File: config.mk
export PLATFORM = sky130hd
export DESIGN_NAME = perf_evt_counter
export DESIGN_NICKNAME = d
export VERILOG_FILES = /design/src/rtl/pec_pkg.sv /design/src/rtl/pec_event_select.sv /design/src/rtl/pec_qualifier.sv /design/src/rtl/pec_accum.sv /design/src/rtl/perf_evt_counter.sv
export SDC_FILE = /design/constraint.sdc
export NUM_CORES = 1
export LEC_CHECK = 0
export BUFFER_PORTS_ARGS = -buffer_cell sky130_fd_sc_hd__buf_2
export CORE_MARGIN = 4
export CORE_UTILIZATION = 49
export DETAILED_ROUTE_END_ITERATION = 16
export GPL_TIMING_DRIVEN = 0
export PLACE_DENSITY = 0.78
export REMOVE_ABC_BUFFERS = 1
export SLEW_MARGIN = 15
export SYNTH_ARGS = -nofsm -noshare
export SYNTH_HDL_FRONTEND = slang
export SYNTH_SLANG_ARGS = --single-unit
File: constraint.sdc
create_clock -name clk -period 8.8 [get_ports clk]
set_input_delay 1.76 -clock clk [delete_from_list [all_inputs] [get_ports clk]]
set_output_delay 1.76 -clock clk [all_outputs]
set_load 0.01 [all_outputs]
File: src/rtl/pec_pkg.sv
// Shared types for the qualified event counter.
// Assumes the configuration word layout given in the brief.
package pec_pkg;

    localparam int CODE_W = 8;
    localparam int THR_W  = 8;

    // Field order from MSB to LSB matches configuration bits [29:0].
    typedef struct packed {
        logic              en;
        logic              int_en;
        logic              usr_f;
        logic              os_f;
        logic              edge_f;
        logic              inv;
        logic [THR_W-1:0]  thr;
        logic [CODE_W-1:0] umask;
        logic [CODE_W-1:0] code;
    } pec_cfg_t;

    localparam int CFG_W = $bits(pec_cfg_t);

endpackage

File: src/rtl/pec_event_select.sv
// Event selector: sums the counts of all lanes whose code matches the
// configured code and whose sub-event vector overlaps the unit mask.
// Assumes lanes are packed contiguously, lane 0 in the low bits.
module pec_event_select
    import pec_pkg::*;
#(
    parameter int NUM_SRC = 4,
    parameter int LANE_W  = 4,
    localparam int SUM_W  = LANE_W + $clog2(NUM_SRC)
) (
    input  logic [CODE_W-1:0]         code_i,
    input  logic [CODE_W-1:0]         mask_i,
    input  logic [NUM_SRC*CODE_W-1:0] lane_code_i,
    input  logic [NUM_SRC*CODE_W-1:0] lane_sub_i,
    input  logic [NUM_SRC*LANE_W-1:0] lane_cnt_i,
    output logic [SUM_W-1:0]          sum_o
);

    logic [LANE_W-1:0] masked [NUM_SRC];

    for (genvar k = 0; k < NUM_SRC; k++) begin : g_lane
        logic [CODE_W-1:0] l_code;
        logic [CODE_W-1:0] l_sub;
        logic              l_hit;
        assign l_code = lane_code_i[k*CODE_W +: CODE_W];
        assign l_sub  = lane_sub_i[k*CODE_W +: CODE_W];
        // Lane match: code equal and at least one shared sub-event bit.
        assign l_hit     = (l_code == code_i) && (|(l_sub & mask_i));
        assign masked[k] = l_hit ? lane_cnt_i[k*LANE_W +: LANE_W] : '0;
    end

    // Adder tree flattened into a loop: total of matching lanes.
    always_comb begin
        sum_o = '0;
        for (int k = 0; k < NUM_SRC; k++) begin
            sum_o = sum_o + SUM_W'(masked[k]);
        end
    end

endmodule

File: src/rtl/pec_qualifier.sv
// Qualifier: applies the privilege filter, threshold/invert test and
// optional rising-edge detection to the per-cycle event sum, and
// produces the amount to add to the counter.
// Assumes cfg_i is the registered configuration.
module pec_qualifier
    import pec_pkg::*;
#(
    parameter int SUM_W = 6,
    localparam int CMP_W = (SUM_W > THR_W) ? SUM_W : THR_W
) (
    input  logic             clk,
    input  logic             rst_n,
    input  pec_cfg_t         cfg_i,
    input  logic [1:0]       cpl_i,
    input  logic [SUM_W-1:0] sum_i,
    input  logic             clr_hist_i,
    output logic [SUM_W-1:0] inc_o
);

    logic             priv_ok;
    logic             thr_zero;
    logic             meets;
    logic             cond;
    logic             live;
    logic             prev_q;
    logic [CMP_W-1:0] sum_x;
    logic [CMP_W-1:0] thr_x;

    // Privilege filter: no filter bit set means every ring counts.
    always_comb begin
        if (!cfg_i.os_f && !cfg_i.usr_f) begin
            priv_ok = 1'b1;
        end else begin
            priv_ok = (cfg_i.os_f && (cpl_i == 2'd0)) ||
                      (cfg_i.usr_f && (cpl_i != 2'd0));
        end
    end

    // Threshold test, reversed by invert only when threshold is nonzero.
    always_comb begin
        sum_x    = CMP_W'(sum_i);
        thr_x    = CMP_W'(cfg_i.thr);
        thr_zero = (cfg_i.thr == '0);
        meets    = (sum_x >= thr_x);
        cond     = thr_zero ? (sum_i != '0) : (meets ^ cfg_i.inv);
        live     = cfg_i.en && priv_ok && cond;
    end

    // Edge history: remembers last cycle's qualified condition.
    always_ff @(posedge clk) begin
        if (!rst_n) begin
            prev_q <= 1'b0;
        end else if (clr_hist_i || !cfg_i.en) begin
            prev_q <= 1'b0;
        end else begin
            prev_q <= live;
        end
    end

    // Increment selection: edge pulse, raw sum, or single unit.
    always_comb begin
        if (!cfg_i.en || !priv_ok) begin
            inc_o = '0;
        end else if (cfg_i.edge_f) begin
            inc_o = SUM_W'(live && !prev_q);
        end else if (thr_zero) begin
            inc_o = sum_i;
        end else begin
            inc_o = SUM_W'(cond);
        end
    end

    p_thr_unit_r4: assert property (@(posedge clk) disable iff (!rst_n)
        (cfg_i.thr != '0) |-> (inc_o <= SUM_W'(1)));

    p_edge_once_r6: assert property (@(posedge clk) disable iff (!rst_n)
        (cfg_i.edge_f && (inc_o != '0) && !clr_hist_i) |=> (inc_o == '0));

    p_ring0_only_r7: assert property (@(posedge clk) disable iff (!rst_n)
        (cfg_i.os_f && !cfg_i.usr_f && (cpl_i != 2'd0)) |-> (inc_o == '0));

endmodule

File: src/rtl/pec_accum.sv
// Accumulator: wide counter with software load priority and a sticky
// overflow flag set on carry out of the top bit.
// Assumes inc_i is already zero whenever counting is disabled.
module pec_accum #(
    parameter int CNT_W = 48,
    parameter int SUM_W = 6
) (
    input  logic             clk,
    input  logic             rst_n,
    input  logic [SUM_W-1:0] inc_i,
    input  logic             wr_i,
    input  logic [CNT_W-1:0] wdata_i,
    input  logic             ovf_clr_i,
    output logic [CNT_W-1:0] cnt_o,
    output logic             ovf_o
);

    logic [CNT_W:0] add;

    // Next value with carry out for wrap detection.
    assign add = {1'b0, cnt_o} + (CNT_W+1)'(inc_i);

    // Counter register: software write wins over the increment.
    always_ff @(posedge clk) begin
        if (!rst_n) begin
            cnt_o <= '0;
        end else if (wr_i) begin
            cnt_o <= wdata_i;
        end else begin
            cnt_o <= add[CNT_W-1:0];
        end
    end

    // Sticky overflow flag: a wrap outranks a clear in the same cycle.
    always_ff @(posedge clk) begin
        if (!rst_n) begin
            ovf_o <= 1'b0;
        end else if (!wr_i && add[CNT_W]) begin
            ovf_o <= 1'b1;
        end else if (ovf_clr_i) begin
            ovf_o <= 1'b0;
        end
    end

    p_sw_write_r10: assert property (@(posedge clk) disable iff (!rst_n)
        wr_i |=> (cnt_o == $past(wdata_i)));

    p_ovf_sticky_r9: assert property (@(posedge clk) disable iff (!rst_n)
        (ovf_o && !ovf_clr_i) |=> ovf_o);

    p_ovf_wrap_r9: assert property (@(posedge clk) disable iff (!rst_n)
        $rose(ovf_o) |-> (cnt_o < $past(cnt_o)));

endmodule

File: src/rtl/perf_evt_counter.sv
// Top of the qualified event counter: holds the configuration register
// and joins the selector, the qualifier and the accumulator.
// Assumes a single clock and synchronous active-low reset.
module perf_evt_counter
    import pec_pkg::*;
#(
    parameter int NUM_SRC = 4,
    parameter int LANE_W  = 4,
    parameter int CNT_W   = 48,
    localparam int SUM_W  = LANE_W + $clog2(NUM_SRC)
) (
    input  logic                      clk,
    input  logic                      rst_n,
    input  logic                      cfg_we,
    input  logic [CFG_W-1:0]          cfg_wdata,
    input  logic                      cnt_we,
    input  logic [CNT_W-1:0]          cnt_wdata,
    input  logic                      ovf_clr,
    input  logic [1:0]                cpl,
    input  logic [NUM_SRC*CODE_W-1:0] lane_code,
    input  logic [NUM_SRC*CODE_W-1:0] lane_sub,
    input  logic [NUM_SRC*LANE_W-1:0] lane_cnt,
    output logic [CNT_W-1:0]          cnt_rdata,
    output logic                      ovf,
    output logic                      irq
);

    pec_cfg_t         cfg_q;
    logic [SUM_W-1:0] sum;
    logic [SUM_W-1:0] inc;

    // Configuration register, loaded whole by software.
    always_ff @(posedge clk) begin
        if (!rst_n) begin
            cfg_q <= '0;
        end else if (cfg_we) begin
            cfg_q <= pec_cfg_t'(cfg_wdata);
        end
    end

    pec_event_select #(
        .NUM_SRC (NUM_SRC),
        .LANE_W  (LANE_W)
    ) u_sel (
        .code_i      (cfg_q.code),
        .mask_i      (cfg_q.umask),
        .lane_code_i (lane_code),
        .lane_sub_i  (lane_sub),
        .lane_cnt_i  (lane_cnt),
        .sum_o       (sum)
    );

    pec_qualifier #(
        .SUM_W (SUM_W)
    ) u_qual (
        .clk        (clk),
        .rst_n      (rst_n),
        .cfg_i      (cfg_q),
        .cpl_i      (cpl),
        .sum_i      (sum),
        .clr_hist_i (cfg_we),
        .inc_o      (inc)
    );

    pec_accum #(
        .CNT_W (CNT_W),
        .SUM_W (SUM_W)
    ) u_acc (
        .clk       (clk),
        .rst_n     (rst_n),
        .inc_i     (inc),
        .wr_i      (cnt_we),
        .wdata_i   (cnt_wdata),
        .ovf_clr_i (ovf_clr),
        .cnt_o     (cnt_rdata),
        .ovf_o     (ovf)
    );

    // Interrupt request: overflow gated by the interrupt enable.
    assign irq = ovf && cfg_q.int_en;

    p_irq_needs_ovf_r9: assert property (@(posedge clk) disable iff (!rst_n)
        irq |-> ovf);

    p_hold_disabled_r8: assert property (@(posedge clk) disable iff (!rst_n)
        (!cfg_q.en && !cnt_we) |=> $stable(cnt_rdata));

endmodule

==> summary.txt, run 1 <==
Detailed routing
  – M1 WL: 6.44 mm
  – WL/cell: 16.4 um
  – WL met3: 1.28 mm
  – # DRC: 0
  – Vias: 5336
  – Vias per std cell: 5.71
  – Pre-antenna DRT Iters: 5
  – Post-DRT Antenna Nets: 0
  – Total Wirelength: about 15 mm
  – Met2 Routed Length: 7.30 mm
  – Max Used Layer: met4
  – Drt initial violations: 370

Setup path
  – Critical path class: input port to register
  – RR Endpoint: u_acc.cnt_o[34]$_SDFF_PN0_
  – Critical Path Start Type: input port
  – Max incr delay on CP: 0.64 ns
  – Setup crit end kind: register
  – Crit path capture: u_acc.cnt_o[34]$_SDFF_PN0_
  – R2r worst-path depth: 26
  – Arr. time, crit path: 8.77 ns
  – RR Startpoint: cfg_q[7]$_SDFFE_PN0P_
  – Worst setup startpoint: lane_code[7]
  – Slowest cell on crit path: or4_4
  – CP dominant cell by count: fa_1
  – Worst reg-to-reg setup slack: 1.36 ns
  – Crit-path max FO: 12
  – CP required: ~9.1 ns

Die
  – Starting Density: 0.504
  – Die ar.: 12300 um^2
  – IO Count: approximately 220
  – Die Span Y: 111 um
  – Total core area: ~10000 um^2
  – # rows: 37
  – Die W: 111 um

Hold path
  – Hold path start: cfg_q[29]$_SDFFE_PN0P_
  – Hold depth: 2
  – Worst Hold Class: register to register

Yosys
  – Most frequent cell after synthesis: dfxtp_1
  – Post-synthesis sequential area ratio: 0.308
  – Ys async rst share: 0
  – Post-synthesis register bit count: 80
  – Mapped Area: around 5200 um^2
  – Synth Flop Type: dfxtp_1
  – Post-synth EDFFs: 0
  – Share of Yosys cell area claimed by the top area cell type: 0.308
  – Synth Area per Inst: 8.61 um^2
  – Largest area contributor in the netlist: dfxtp_1
  – Distinct cell type count after synthesis: 52
  – Ys Warns: 0
  – Post-synth top cells: dfxtp_1 (80), o21ai_0 (57), nor2b_1 (34)
  – Top area cells in the synthesized netlist: dfxtp_1 (31%), mux2i_1 (6.2%), o21ai_0 (5.5%)
  – Cell count after synthesis: ~600

Global routing
  – Initial antenna violation count: 0
  – GRT Total Usage: 0.239
  – Number of global-route vias before repair: 5187
  – Gr ovfl total: 0
  – Global-route wire length before repair: 24.9 mm
  – Pin count of the biggest net entering global routing: 82

Clock tree
  – Clock sinks: 80
  – CTS tree: yes
  – Setup bufs post-CTS: 0
  – Clk slew on worst S/H paths: 0.08 ns
  – H-tree Lvls: 3
  – Longest Clk Path Bufs: 2
  – CTS buffer count: 9
  – CTS Root Cell: clkbuf_8
  – Clock Latency Late Sink: approximately 0.35 ns

Final layout
  – Post-route insts no fill: 935
  – Layout cell share with drive strength beyond 1: 0.309
  – Area grow syn2layout: 25.8%
  – Final net count: 987
  – # diodes: 0

Placed design
  – I/O Buffers: 214
  – HPWL after DPL: 11.9 mm
  – Routability congestion estimate from global placement: 0.982
  – Dpl cells: 920

Timing
  – Final Hold Fails: 0
  – Final period utilization: 0.965
  – Final min period: 8.49 ns
  – Setup violators final: 0
  – Fin Setup TNS: 0 ns
  – Worst Max-Slew Pin Slew: 1.13 ns
  – Clock Skew: 0.0160 ns
  – Max Freq: 0.118 GHz
  – Relative slew slack: 0.248
  – RSZ-0062 raised after global routing: no
  – Slew Viols, Final: 0

Power
  – Lkg Pwr: slightly below 3 nW
  – Worst vdd ir: approximately 65 uV
  – Power Dens Cells: 129 nW/um^2

Run status
  – Status: completed

Flow run
  – MaxCap Viol Count: 0
final cells by class:
| class | count | area, um^2 |
|---|---|---|
| Inverter | 20 | 75.1 |
| Multi-Input combinational cell | 470 | 3430 |
| Tap cell | 136 | 170 |
| Fill cell | 913 | 3780 |
| Timing Repair Buffer | 214 | 1070 |
| Clock inverter | 4 | 53.8 |
| Sequential cell | 80 | 1600 |
| Clock buffer | 11 | 141 |
report_power, final:
part | internal [mW] | leakage (nW) | total, mW | switching [mW]
combinational | 0.0803 | 2.17 | 0.156 | 0.0756
clock | 0.139 | 0.0920 | 0.274 | 0.136
sequential | 0.385 | 0.663 | 0.415 | 0.0300
total | 0.604 | 2.92 | 0.845 | 0.241
state kept, by name, summed over array words and instances (netlist names):
signal,cells
u_acc.ovf_o,1
cfg_q,30
u_qual.prev_q,1
u_acc.cnt_o,48
stage by stage:
| stage | worst slack (ns) | power (mW) | hold WS, ns | instance area, um^2 | util |
|---|---|---|---|---|---|
| floorplan | 0.634 | 0.495 | 0.453 | 5060 | - |
| global placement | -0.253 | 0.571 | 0.493 | 6310 | 0.611 |
| detailed placement | -0.315 | 0.577 | 0.510 | 6310 | 0.611 |
| CTS | 0.0315 | 0.852 | 0.526 | 6500 | 0.630 |
| global route | 0.0269 | 0.889 | 0.545 | 6540 | 0.634 |
| finish | 0.306 | 0.845 | 0.521 | 6540 | 0.634 |
cells in the final DEF (no fill, tap or decap), types with 4 or more instances in the layout:
master and instances:
nor2b_1 34, and2_1 18, fa_1 7, o31ai_1 13, nand4_1 18, and4_1 4, nand3_1 15, clkbuf_8 10
o21a_1 7, buf_2 213, nor3_1 4, a211oi_1 4, nor4_1 14, a21oi_1 23, or4_1 13, nand2_1 32
a31oi_1 25, nor2_1 5, a22o_1 6, xnor2_1 25, dfxtp_1 80, or3_1 10, inv_1 19, a221oi_1 6
mux2i_1 32, xor2_1 29, and3_1 4, o21ai_0 56, nand2b_1 5, ha_1 19, a22oi_1 4, a21o_1 6
per-layer routing:
metal,GRT usage,vias up
li1,-,2617
met1,0.297,2487
met2,0.403,206
met3,0.0704,26
met4,0.0714,0
met5,0,-
cell families after synthesis:
logic type                 after synthesis  synth area share
AOI/OAI and AO/OA                      166             0.199
xor gates and xnor gates                55            0.0926
muxes                                   32            0.0616
buffers and inverters                   54            0.0407
DFF                                     80             0.308
and+or+nand+nor                        190             0.223
adders and majority gates               27            0.0751
timing repair:
| item | 4_1_cts | 5_1_grt |
|---|---|---|
| resized for setup | 0 | 9 |
| hold buffers | 0 | 0 |
| setup endpoints to repair | 0 | 19 |
how the worst min path moves through the flow:
stage,slack [ns],end
global placement,0.49,cfg_q[28]$_SDFFE_PN0P_
floorplan,0.45,u_qual.prev_q$_SDFF_PP0_
CTS,0.53,u_qual.prev_q$_SDFF_PP0_
detailed placement,0.51,cfg_q[28]$_SDFFE_PN0P_
global route,0.55,u_qual.prev_q$_SDFF_PP0_
finish,0.52,u_qual.prev_q$_SDFF_PP0_
worst max-delay path, delay by kind of cell:
family / cells / cell delay, ns
AO/OA/AOI/OAI: 6 / 1.50
XOR/XNOR: 2 / 0.36
buffers and inverters: 3 / 0.22
AND/OR/NAND/NOR: 8 / 2.31
adder cells (fa/ha/maj): 8 / 2.60
Note: power is estimated with default switching activity, not from simulation.
==> run 2, diff against run 1 <==
--- a/config.mk
+++ b/config.mk
@@ -7,10 +7,10 @@
 export LEC_CHECK = 0
 export BUFFER_PORTS_ARGS = -buffer_cell sky130_fd_sc_hd__buf_2
 export CORE_MARGIN = 4
-export CORE_UTILIZATION = 49
+export CORE_UTILIZATION = 40
 export DETAILED_ROUTE_END_ITERATION = 16
 export GPL_TIMING_DRIVEN = 0
-export PLACE_DENSITY = 0.78
+export PLACE_DENSITY = 0.65
 export REMOVE_ABC_BUFFERS = 1
 export SLEW_MARGIN = 15
 export SYNTH_ARGS = -nofsm -noshare
==> run 2 against run 1 <==
Register-to-register slack gained 0.13 ns. First-iteration DRC count shrank 35%. Flip-flop and latch count is the same. Non-clock buffer count grew 1. Sequential share of layout area shrank 0.67 points. Design area grew 2.8%. Combinational power is essentially flat. Highest routed layer unchanged.
==> summary.txt, run 2 (synthesis results as in run 1) <==
Final layout
  – Final net count: 988 (was 987)
  – Area grow syn2layout: 29.3% (was 25.8%)
  – Most frequent cells in the layout: buf_2 (213), dfxtp_1 (80), o21ai_0 (56) (unchanged)
  – Largest registers: u_acc.cnt_o: 48 flops, cfg_q: 30 flops (unchanged)
  – Commonest non-fill, non-tap cell in the layout: buf_2 (unchanged)
  – Fill cells: 1215 (was 913)
  – Top reg by flops: u_acc.cnt_o (unchanged)
  – Layout cell share with drive strength beyond 1: 0.312 (was 0.309)
  – Max reg flops: 48 (unchanged)
  – # diodes: 0 (unchanged)

Timing
  – Max Freq: 0.120 GHz (was 0.118 GHz)
  – Clock Skew: 0.00746 ns (was 0.0160 ns)
  – RSZ-0062 raised after global routing: no (unchanged)
  – Setup violators final: 0 (unchanged)
  – Final period utilization: 0.951 (was 0.965)
  – Worst Max-Slew Pin Slew: 0.943 ns (was 1.13 ns)
  – Relative slew slack: 0.372 (was 0.248)
  – Final Hold Fails: 0 (unchanged)
  – Final min period: 8.37 ns (was 8.49 ns)
  – Final WS setup: 0.432 ns (was 0.306 ns)
  – Slew Viols, Final: 0 (unchanged)
  – Hold_ws: 0.522 ns (was 0.521 ns)

Die
  – Total core area: 12700 um^2 (was 10300 um^2)
  – Die Span Y: 122 um (was 111 um)
  – Die W: 122 um (was 111 um)
  – Starting Density: 0.410 (was 0.504)
  – Die ar.: 14900 um^2 (was 12300 um^2)
  – # rows: 41 (was 37)
  – IO Count: 215 (unchanged)

Clock tree
  – Clk slew on worst S/H paths: 0.06 ns (was 0.08 ns)
  – Longest Clk Path Bufs: 2 (unchanged)
  – CTS buffer count: 9 (unchanged)
  – CTS Root Cell: clkbuf_16 (was clkbuf_8)
  – CTS tree: yes (unchanged)
  – H-tree Lvls: 3 (unchanged)
  – Clock Latency Late Sink: 0.34 ns (was 0.35 ns)
  – Clock sinks: 80 (unchanged)

Detailed routing
  – # DRC: 0 (unchanged)
  – Total Wirelength: 15.9 mm (was 15.3 mm)
  – WL/cell: 16.3 um (was 16.4 um)
  – Vias per std cell: 5.41 (was 5.71)
  – Drt initial violations: 241 (was 370)
  – Pre-antenna DRT Iters: 5 (unchanged)
  – Vias: 5261 (was 5336)
  – Post-DRT Antenna Nets: 0 (unchanged)

Setup path
  – Critical path class: input port to register (unchanged)
  – CP required: 9.06 ns (was 9.07 ns)
  – Max incr delay on CP: 0.58 ns (was 0.64 ns)
  – Crit-path max FO: 12 (unchanged)
  – Slowest cell on crit path: or4_4 (unchanged)
  – Setup crit end kind: register (unchanged)
  – CP dominant cell by count: fa_1 (unchanged)
  – Arr. time, crit path: 8.63 ns (was 8.77 ns)
  – Critical Path Start Type: input port (unchanged)

Placed design
  – Routability congestion estimate from global placement: 0.928 (was 0.982)
  – I/O Buffers: 214 (unchanged)
  – HPWL after DPL: 12.2 mm (was 11.9 mm)
  – DP Worst Slack: -0.406 ns (was -0.315 ns)

Power
  – Worst vdd ir: 81.1 uV (was 64.8 uV)
  – Lkg Pwr: 2.99 nW (was 2.92 nW)
  – Pwr Total: 975 uW (was 845 uW)
  – Power Dens Cells: 145 nW/um^2 (was 129 nW/um^2)

Global routing
  – Initial antenna violation count: 0 (unchanged)
  – Pin count of the biggest net entering global routing: 82 (unchanged)
  – Number of global-route vias before repair: 5057 (was 5187)
  – Global-route wire length before repair: 24.8 mm (was 24.9 mm)
  – GRT Total Usage: 0.207 (was 0.239)
  – Gr ovfl total: 0 (unchanged)

Hold path
  – Worst Hold Class: register to register (unchanged)

Run status
  – Status: completed (unchanged)

Flow run
  – MaxCap Viol Count: 0 (unchanged)
==> run 2: what timing repair did <==
| action | in CTS | in global routing |
|---|---|---|
| pin swaps | 0 | 3 |
| hold buffers | 0 | 0 |
| setup endpoints to repair | 3 | 23 |
| gates resized for setup | 1 | 11 |
| buffers inserted | 0 | 1 |
| cloned | 0 | 0 |
==> run 2: layout make-up <==
type | instances | area (um^2) | share of cell area
inverter | 20 | 76.3 | 0.0113
clock buffer | 13 | 250 | 0.0372
sequential | 80 | 1600 | 0.238
tap | 172 | 215 | 0.0320
timing repair buffer | 215 | 1080 | 0.161
multi-input combinational | 470 | 3440 | 0.511
clock inverter | 3 | 65.1 | 0.00967
==> run 2: worst paths after layout <==
path / startpoint / end / slack (ns) / cells past startpoint
worst max-delay path: lane_code[5] / u_acc.cnt_o[34]$_SDFF_PN0_ / 0.43 / 27
worst min-delay path: u_acc.cnt_o[46]$_SDFF_PN0_ / u_acc.cnt_o[46]$_SDFF_PN0_ / 0.52 / 2
worst max register to register: cfg_q[5]$_SDFFE_PN0P_ / u_acc.cnt_o[34]$_SDFF_PN0_ / 1.49 / 26
worst min register to register: u_acc.cnt_o[46]$_SDFF_PN0_ / u_acc.cnt_o[46]$_SDFF_PN0_ / 0.52 / 2
==> run 2: stage by stage <==
step                setup TNS, ns  instance area [um^2]   util  cells
finish                          0                  6730  0.531    973
global route                    0                  6730  0.531    973
CTS                             0                  6670  0.526    972
detailed placement          -3.53                  6350  0.501    956
global placement            -1.68                  6350  0.501    956
floorplan                       0                  5060      -    570
==> run 2: critical path: cells and delay by family <==
family,cells,cell delay [ns]
compound gates,6,1.49
xor+xnor,3,0.51
fa+ha+maj,7,2.39
buf+inv,3,0.23
simple gates,8,2.23
==> run 2: metal layers <==
metal,vias up,track usage,part of all wire
met1,2414,0.269,0.44
met3,22,0.0515,0.077
li1,2635,-,-
met4,0,0.0686,0.018
met5,-,0,0
met2,190,0.338,0.46
==> run 2: power by group <==
part	switching (mW)	total [mW]	internal, mW
clock network	0.147	0.403	0.256
logic	0.0755	0.156	0.0804
registers	0.0303	0.416	0.386
total	0.253	0.975	0.722
